[config.mk]
export PLATFORM = sky130hd
export DESIGN_NAME = serial_fcs_gen
export DESIGN_NICKNAME = d
export VERILOG_FILES = /design/src/rtl/fcs_pkg.sv /design/src/rtl/fcs_divider.sv /design/src/rtl/fcs_sequencer.sv /design/src/rtl/serial_fcs_gen.sv
export SDC_FILE = /design/constraint.sdc
export NUM_CORES = 1
export LEC_CHECK = 0
export ABC_AREA = 0
export BUFFER_PORTS_ARGS = -buffer_cell sky130_fd_sc_hd__buf_4
export CAP_MARGIN = 20
export CORE_AREA = 2 2 39 41
export DETAILED_ROUTE_END_ITERATION = 10
export DIE_AREA = 0 0 41 43
export MAX_ROUTING_LAYER = met4
export SLEW_MARGIN = 25
export SYNTH_ARGS = -nofsm -noshare
export SYNTH_HDL_FRONTEND = slang
export SYNTH_HIERARCHICAL = 1
export SYNTH_SLANG_ARGS = --single-unit
[constraint.sdc]
create_clock -name clk -period 1.68 [get_ports clk]
set_clock_uncertainty 0.1 [all_clocks]
set_input_delay 0.168 -clock clk [delete_from_list [all_inputs] [get_ports clk]]
set_output_delay 0.168 -clock clk [all_outputs]
set_load 0.02 [all_outputs]
[src/rtl/fcs_pkg.sv]
package fcs_pkg;

    typedef enum logic [1:0] {
        PH_IDLE  = 2'd0,
        PH_MSG   = 2'd1,
        PH_DRAIN = 2'd2
    } phase_t;

    typedef enum logic [1:0] {
        OP_HOLD  = 2'd0,
        OP_CLEAR = 2'd1,
        OP_STEP  = 2'd2,
        OP_DRAIN = 2'd3
    } lfsr_op_t;

    typedef struct packed {
        lfsr_op_t op;
        logic     bit_in;
    } lfsr_cmd_t;

endpackage

[src/rtl/fcs_divider.sv]
module fcs_divider
    import fcs_pkg::*;
#(
    parameter int              WIDTH = 5,
    parameter logic [WIDTH-1:0] TAPS = 5'b00111
) (
    input  logic             clk,
    input  logic             rst,
    input  lfsr_cmd_t        cmd,
    output logic [WIDTH-1:0] rem
);
    logic [WIDTH-1:0] rem_q;
    logic [WIDTH-1:0] step_v;
    logic             fb;

    // feedback: incoming message bit against the stage leaving the top
    assign fb = cmd.bit_in ^ rem_q[WIDTH-1];

    generate
        for (genvar i = 0; i < WIDTH; i++) begin : g_stage
            if (i == 0) begin : g_low
                assign step_v[0] = fb & TAPS[0];
            end else begin : g_mid
                assign step_v[i] = rem_q[i-1] ^ (fb & TAPS[i]);
            end
        end
    endgenerate

    always_ff @(posedge clk) begin
        if (rst) begin
            rem_q <= '0;
        end else begin
            unique case (cmd.op)
                OP_CLEAR: rem_q <= '0;
                OP_STEP:  rem_q <= step_v;
                OP_DRAIN: rem_q <= {rem_q[WIDTH-2:0], 1'b0};
                default:  rem_q <= rem_q;
            endcase
        end
    end

    assign rem = rem_q;
endmodule

[src/rtl/fcs_sequencer.sv]
module fcs_sequencer
    import fcs_pkg::*;
#(
    parameter int WIDTH = 5
) (
    input  logic      clk,
    input  logic      rst,
    input  logic      start,
    input  logic      din_valid,
    input  logic      din,
    input  logic      din_last,
    output lfsr_cmd_t cmd,
    output logic      busy,
    output logic      done,
    output logic      fcs_valid,
    output logic      msg_phase
);
    localparam int CNT_W = $clog2(WIDTH + 1);
    localparam logic [CNT_W-1:0] CNT_END = CNT_W'(WIDTH - 1);

    phase_t           phase_q;
    logic [CNT_W-1:0] cnt_q;
    logic             done_q;

    always_ff @(posedge clk) begin
        if (rst) begin
            phase_q <= PH_IDLE;
            cnt_q   <= '0;
            done_q  <= 1'b0;
        end else begin
            done_q <= 1'b0;
            unique case (phase_q)
                PH_IDLE: begin
                    if (start) phase_q <= PH_MSG;
                end
                PH_MSG: begin
                    if (din_valid && din_last) begin
                        phase_q <= PH_DRAIN;
                        cnt_q   <= '0;
                    end
                end
                PH_DRAIN: begin
                    if (cnt_q == CNT_END) begin
                        phase_q <= PH_IDLE;
                        done_q  <= 1'b1;
                    end else begin
                        cnt_q <= cnt_q + 1'b1;
                    end
                end
                default: phase_q <= PH_IDLE;
            endcase
        end
    end

    always_comb begin
        cmd.bit_in = din;
        cmd.op     = OP_HOLD;
        unique case (phase_q)
            PH_IDLE:  if (start)     cmd.op = OP_CLEAR;
            PH_MSG:   if (din_valid) cmd.op = OP_STEP;
            PH_DRAIN: cmd.op = OP_DRAIN;
            default:  cmd.op = OP_HOLD;
        endcase
    end

    assign busy      = (phase_q != PH_IDLE);
    assign fcs_valid = (phase_q == PH_DRAIN);
    assign msg_phase = (phase_q == PH_MSG);
    assign done      = done_q;
endmodule

[src/rtl/serial_fcs_gen.sv]
module serial_fcs_gen
    import fcs_pkg::*;
#(
    parameter int               FCS_W = 5,
    parameter logic [FCS_W-1:0] POLY  = 5'b00111
) (
    input  logic clk,
    input  logic rst,
    input  logic start,
    input  logic din_valid,
    input  logic din,
    input  logic din_last,
    output logic busy,
    output logic done,
    output logic fcs_valid,
    output logic fcs_bit
);
    lfsr_cmd_t        cmd;
    logic [FCS_W-1:0] rem;
    logic             msg_phase;

    fcs_sequencer #(.WIDTH(FCS_W)) u_seq (
        .clk       (clk),
        .rst       (rst),
        .start     (start),
        .din_valid (din_valid),
        .din       (din),
        .din_last  (din_last),
        .cmd       (cmd),
        .busy      (busy),
        .done      (done),
        .fcs_valid (fcs_valid),
        .msg_phase (msg_phase)
    );

    fcs_divider #(.WIDTH(FCS_W), .TAPS(POLY)) u_div (
        .clk (clk),
        .rst (rst),
        .cmd (cmd),
        .rem (rem)
    );

    assign fcs_bit = rem[FCS_W-1];
endmodule

# Yosys cells after proc, flatten, opt, wreduce, memory -nomap -nowiden
# Cells that the tools add are included.
[classes] add_sub_neg=1 n_eq_ne=10 n_mux=12 reduce_logical=8 bitwise_logic=4
[op_table] cell="$pmux W5 S3" n=1
[op_table] cell="$pmux W2 S3" n=2
[op_table] cell="$mux W2" n=4
[op_table] cell="$eq A2 B2 Y1 const B" n=3
[op_table] cell="$mux W3" n=2
[op_table] cell="$pmux W3 S2" n=1
[op_table] cell="$reduce_and A3 Y1" n=2
[op_table] cell="$eq A2 B1 Y1 const B" n=2
[op_table] cell="$ne A2 B1 Y1 const B" n=2
[op_table] cell="$ne A2 B2 Y1 const B" n=2
[op_table] cell="$reduce_bool A2 Y1" n=2
[op_table] cell="$add A3 B1 Y3 const B" n=1
[op_table] cell="$eq A3 B3 Y1 const B" n=1
[op_table] cell="$reduce_bool A3 Y1" n=1
[op_table] cell="$xor A1 B1 Y1" n=3
[op_table] cell="$logic_not A2 Y1" n=1
[op_table] cell="$mux W1" n=2
[op_table] cell="$reduce_or A2 Y1" n=1
[op_table] cell="$logic_and A1 B1 Y1" n=1
[op_table] cell="$not A1 Y1" n=1
[word_totals] reg_bits=11 inputBits=6 out_inout_bits=4

# Logic depth before layout (Yosys ltp)
[logic_depth] depth_word=4 depth_mapped=7 mapped_depth_nobuf=6

# By module
# The synthesis kept the hierarchy.
[modules_own_cells] mod="fcs_sequencer" area_per_inst_um2=314.1 n_inst=1 cells_per_inst=36
[modules_own_cells] mod="fcs_divider" area_per_inst_um2=246.5 n_inst=1 cells_per_inst=27

# Worst setup path before layout
# Ideal clock, no wire load.
[synth_timing] path_type="flip-flop to flip-flop" startpoint="register u_seq.phase_q[1]" endpoint="register u_div.rem_q[2] (netlist: u_div/rem[2])" arrival_time_ns=1.244 path_slack_ns=0.217 required_time_ns=1.461 period_less_slack_ns=1.463 path_stages_with_launch=8 cell_sequence="dfxtp_1 -> and2b_2 -> nand2_1 -> nand2_1 -> buf_2 -> nor4b_1 -> a32oi_1 -> nand2_1"
[synth_rtl] item="start, declared" line="fcs_sequencer.sv:21" text="phase_t phase_q;"
[synth_rtl] item="start signal, assigned" line="fcs_sequencer.sv:27" text="phase_q <= PH_IDLE;"
[synth_rtl] item="start signal, assigned" line="fcs_sequencer.sv:34" text="if (start) phase_q <= PH_MSG;"
[synth_rtl] item="start signal, assigned" line="fcs_sequencer.sv:38" text="phase_q <= PH_DRAIN;"
[synth_rtl] item="end signal, assigned" line="fcs_divider.sv:35" text="OP_STEP: rem_q <= step_v;"
[synth_rtl] item="end signal, assigned" line="fcs_divider.sv:36" text="OP_DRAIN: rem_q <= {rem_q[WIDTH-2:0], 1'b0};"
[synth_rtl] item="end signal, assigned" line="fcs_divider.sv:37" text="default: rem_q <= rem_q;"
[synth_rtl] item="end, declared" line="fcs_divider.sv:12" text="logic [WIDTH-1:0] rem_q;"

==> reports/summary.txt <==
area of all placed cells without fillers -> 692 um2
Horiz. Die Dim -> 41 um
weighted congestion at the end of routability-driven global placement -> 0.710
adder-cell share of the synthesized area -> 0.0446
post-synth net total -> 71
Hold WC Path Type -> in -> reg
final clock period utilization by the worst path -> 0.938
vias per std cell -> 5.45
count of mapped cells out of synthesis -> 63
maximum resistive drop on vdd -> 0.432 mV
simple logic cell fraction of the synthesized area -> 0.266
reg-to-reg critical path endpoint -> u_div/rem[1]
routed wire length on met2 -> 586 um
xor/xnor share of the synthesized area -> 0.0313
relative area change from synthesis to final layout -> 23.4%
number of antenna cells inserted -> 0
number of antenna-violating nets in the routed design -> 0
relative max-transition margin -> 0.769
top-count cell post-synth -> sky130_fd_sc_hd__dfxtp_1
standard-cell rows -> 14
number of H-tree branching levels -> 1
max-slew violation count -> 0
clock tree from TritonCTS -> yes
Max Used Layer -> met4
launch point of the critical path -> u_seq/phase_q[0]
setup violators final -> 0
combined buffer and inverter count along the critical path -> 0
top cells by area, synth -> sky130_fd_sc_hd__dfxtp_1, sky130_fd_sc_hd__nor2_1, sky130_fd_sc_hd__ha_1
fraction of the mapped netlist area in compound gates -> 0.208
First-pass DRT Iterations -> 4
total half-perimeter wirelength after legalization and detailed placement -> 794 um
startpoint class of the critical path -> register
initial drt markers -> 12
I/O Pins -> 10
Detail Route met3 WL -> 49 um
outcome -> completed
Synth top area share -> 0.393
nets -> 86
register-to-register setup slack -> 0.10 ns
Async S/R FF share, synth -> 0
cell depth of the worst min-delay path -> 2
kind of end point of the critical path -> register
leakage power -> 0.292 nW
average detailed-routed wire length per instance -> 12.5 um
number of distinct library cells after synthesis -> 30
via count -> 507
required time of the critical path -> 1.80 ns
slowest library cell on the worst path -> sky130_fd_sc_hd__dfxtp_1
Sum Neg Setup Slack -> 0 ns
Post-CTS Repair Setup Buffers -> 0
unrepaired setup endpoints after global routing -> false
floorplan die height -> 43 um
core region area -> 0.00138 mm2
starting density of the core -> 0.405
commonest cells in the netlist -> sky130_fd_sc_hd__dfxtp_1, sky130_fd_sc_hd__nor2_1, sky130_fd_sc_hd__nand2_1, sky130_fd_sc_hd__a21oi_1, sky130_fd_sc_hd__inv_1
fraction of final layout cells sized beyond drive strength 1 -> 0.234
Avg Inst Size Synth -> 8.90 um2
depth of the critical timing path with buffers and inverters included -> 6
total CTS buffers -> 3
netlist area before placement -> 561 um2
dominant register cell in the synthesized netlist -> sky130_fd_sc_hd__dfxtp_1
met1 wire length -> 515 um
crit-path max FO -> 11
Pwr per Cell Area -> 781 mW/mm2
placed standard-cell area -> 646 um2
portion of netlist area occupied by mux cells -> 0
list of cells traversed by the critical path -> and2b_2, nand2_1, nand2_1, nor4b_1, a32oi_1, nand2_1
post-synthesis register bit count -> 11
initial antenna violation count -> 0
clock latency at the later pin of the worst-skew pair -> 0.27 ns
fraction of the core area covered by cells at the end of the flow -> 0.500
f_max -> 635 MHz
remaining routing DRC violations -> 0
area of the die -> 0.00176 mm2
pin count of the biggest net entering global routing -> 14
hold violation total from the final report -> 0
clock sink count -> 11
Total Wirelength -> 1.17 mm
most used cell along the critical path -> sky130_fd_sc_hd__nand2_1
crit-path leading delay family -> simple AND/OR/NAND/NOR gates
combinational family with the most area after synthesis -> simple AND/OR/NAND/NOR gates
type of the worst setup path -> reg -> reg
minimum period implied by the final worst setup slack -> 1.58 ns
clock transition at the register clock pins on the worst setup and hold paths after CTS -> 0.07 ns
wire length of the first global-routing pass -> 1.84 mm
clock tree root driver cell -> sky130_fd_sc_hd__clkbuf_4
Longest Clk Path Bufs -> 2
startpoint of the lowest-slack hold path -> rst
vias in the first global route -> 449
share of the yosys chip area belonging to registers -> 0.393
area leader, netlist -> sky130_fd_sc_hd__dfxtp_1
Ys Warns -> 6
number of max-capacitance violations reported -> 0
overflow left after global routing -> 0
max incr delay on CP -> 0.44 ns
cell depth of the worst flop-to-flop path -> 6
reg-to-reg startpoint -> u_seq/phase_q[0]
hold worst-path end -> u_div/rem[0]
global routing usage summed across all routing layers -> 0.166
Crit path arrival time -> 1.69 ns
Port-buffer cells -> 9
number of flops mapped to enable cells by yosys -> 0
transition time at the pin with the least slew margin -> 0.343 ns
-- through the flow --
stage,power (mW),hold slack (ns),worst slack (ns),instances
floorplan,0.331,0.137,0.217,63
global placement,0.358,0.288,0.191,87
detailed placement,0.360,0.289,0.165,87
CTS,0.550,0.0496,0.151,93
global route,0.573,0.0592,0.0393,93
finish,0.540,0.0639,0.105,93
-- logic make-up after synthesis --
kind of cell,count (synthesis)
flops,11
fa+ha+maj,2
simple gates,25
compound gates,16
buf+inv,7
xor+xnor,2
-- layer usage --
metal	GRT usage	vias to the layer above
met1	0.175	242
li1	-	256
met5	-	-
met3	0.0628	2
met2	0.241	7
met4	0.120	0
-- power by group --
part	total, mW	switching [mW]	internal (mW)
clock	0.181	0.0893	0.0919
sequential	0.276	0.00751	0.268
combinational	0.0834	0.0444	0.0391
total	0.540	0.141	0.399
-- worst max path at each step --
stage	to	slack, ns
4_1_cts	u_div/rem[0]	0.15
5_1_grt	u_div/rem[2]	0.04
3_3_place_gp	u_div/rem[0]	0.19
6_report	u_div/rem[1]	0.10
2_1_floorplan	u_div/rem[2]	0.22
3_5_place_dp	u_div/rem[0]	0.17
-- flip-flops by register name (all words and copies together) (netlist names) --
signal,flops
u_div/rem,5
u_seq/cnt_q,3
u_seq/phase_q,2
u_seq/done,1
-- layout make-up --
type                       instances  area [um2]
multi-input combinational         45         308
timing repair buffer              13         103
tap                               16        20.0
clock buffer                       4        26.3
inverter                           4        15.0
sequential                        11         220
fill                             142         692
-- cell usage in the layout (no fill, tap or decap), types with 2 or more instances in the layout --
cell / netlist / final
sky130_fd_sc_hd__a32oi_1: 2 / 2
sky130_fd_sc_hd__nor3b_1: 2 / 2
sky130_fd_sc_hd__dlygate4sd3_1: 0 / 2
sky130_fd_sc_hd__nor2_1: 7 / 7
sky130_fd_sc_hd__nand2_1: 5 / 5
sky130_fd_sc_hd__inv_1: 4 / 4
sky130_fd_sc_hd__dfxtp_1: 11 / 11
sky130_fd_sc_hd__a21oi_1: 4 / 4
sky130_fd_sc_hd__ha_1: 2 / 2
sky130_fd_sc_hd__clkbuf_4: 0 / 3
sky130_fd_sc_hd__buf_4: 1 / 11
sky130_fd_sc_hd__o2111ai_1: 2 / 2
sky130_fd_sc_hd__o21ai_0: 2 / 2
sky130_fd_sc_hd__nand4b_1: 2 / 2
sky130_fd_sc_hd__nor4b_1: 2 / 2
-- timing repair --
action	4_1_cts	5_1_grt
endpoints found under the hold margin	1	0
hold buffers	2	0
resized for setup	0	0
-- worst reg2reg max path: cells and delay by family, from the launching register on --
kind	cells	cell delay [ns]
simple gates	5	0.89
flops	1	0.44
compound gates	1	0.10
No activity file was read; power rests on OpenSTA's default activity.
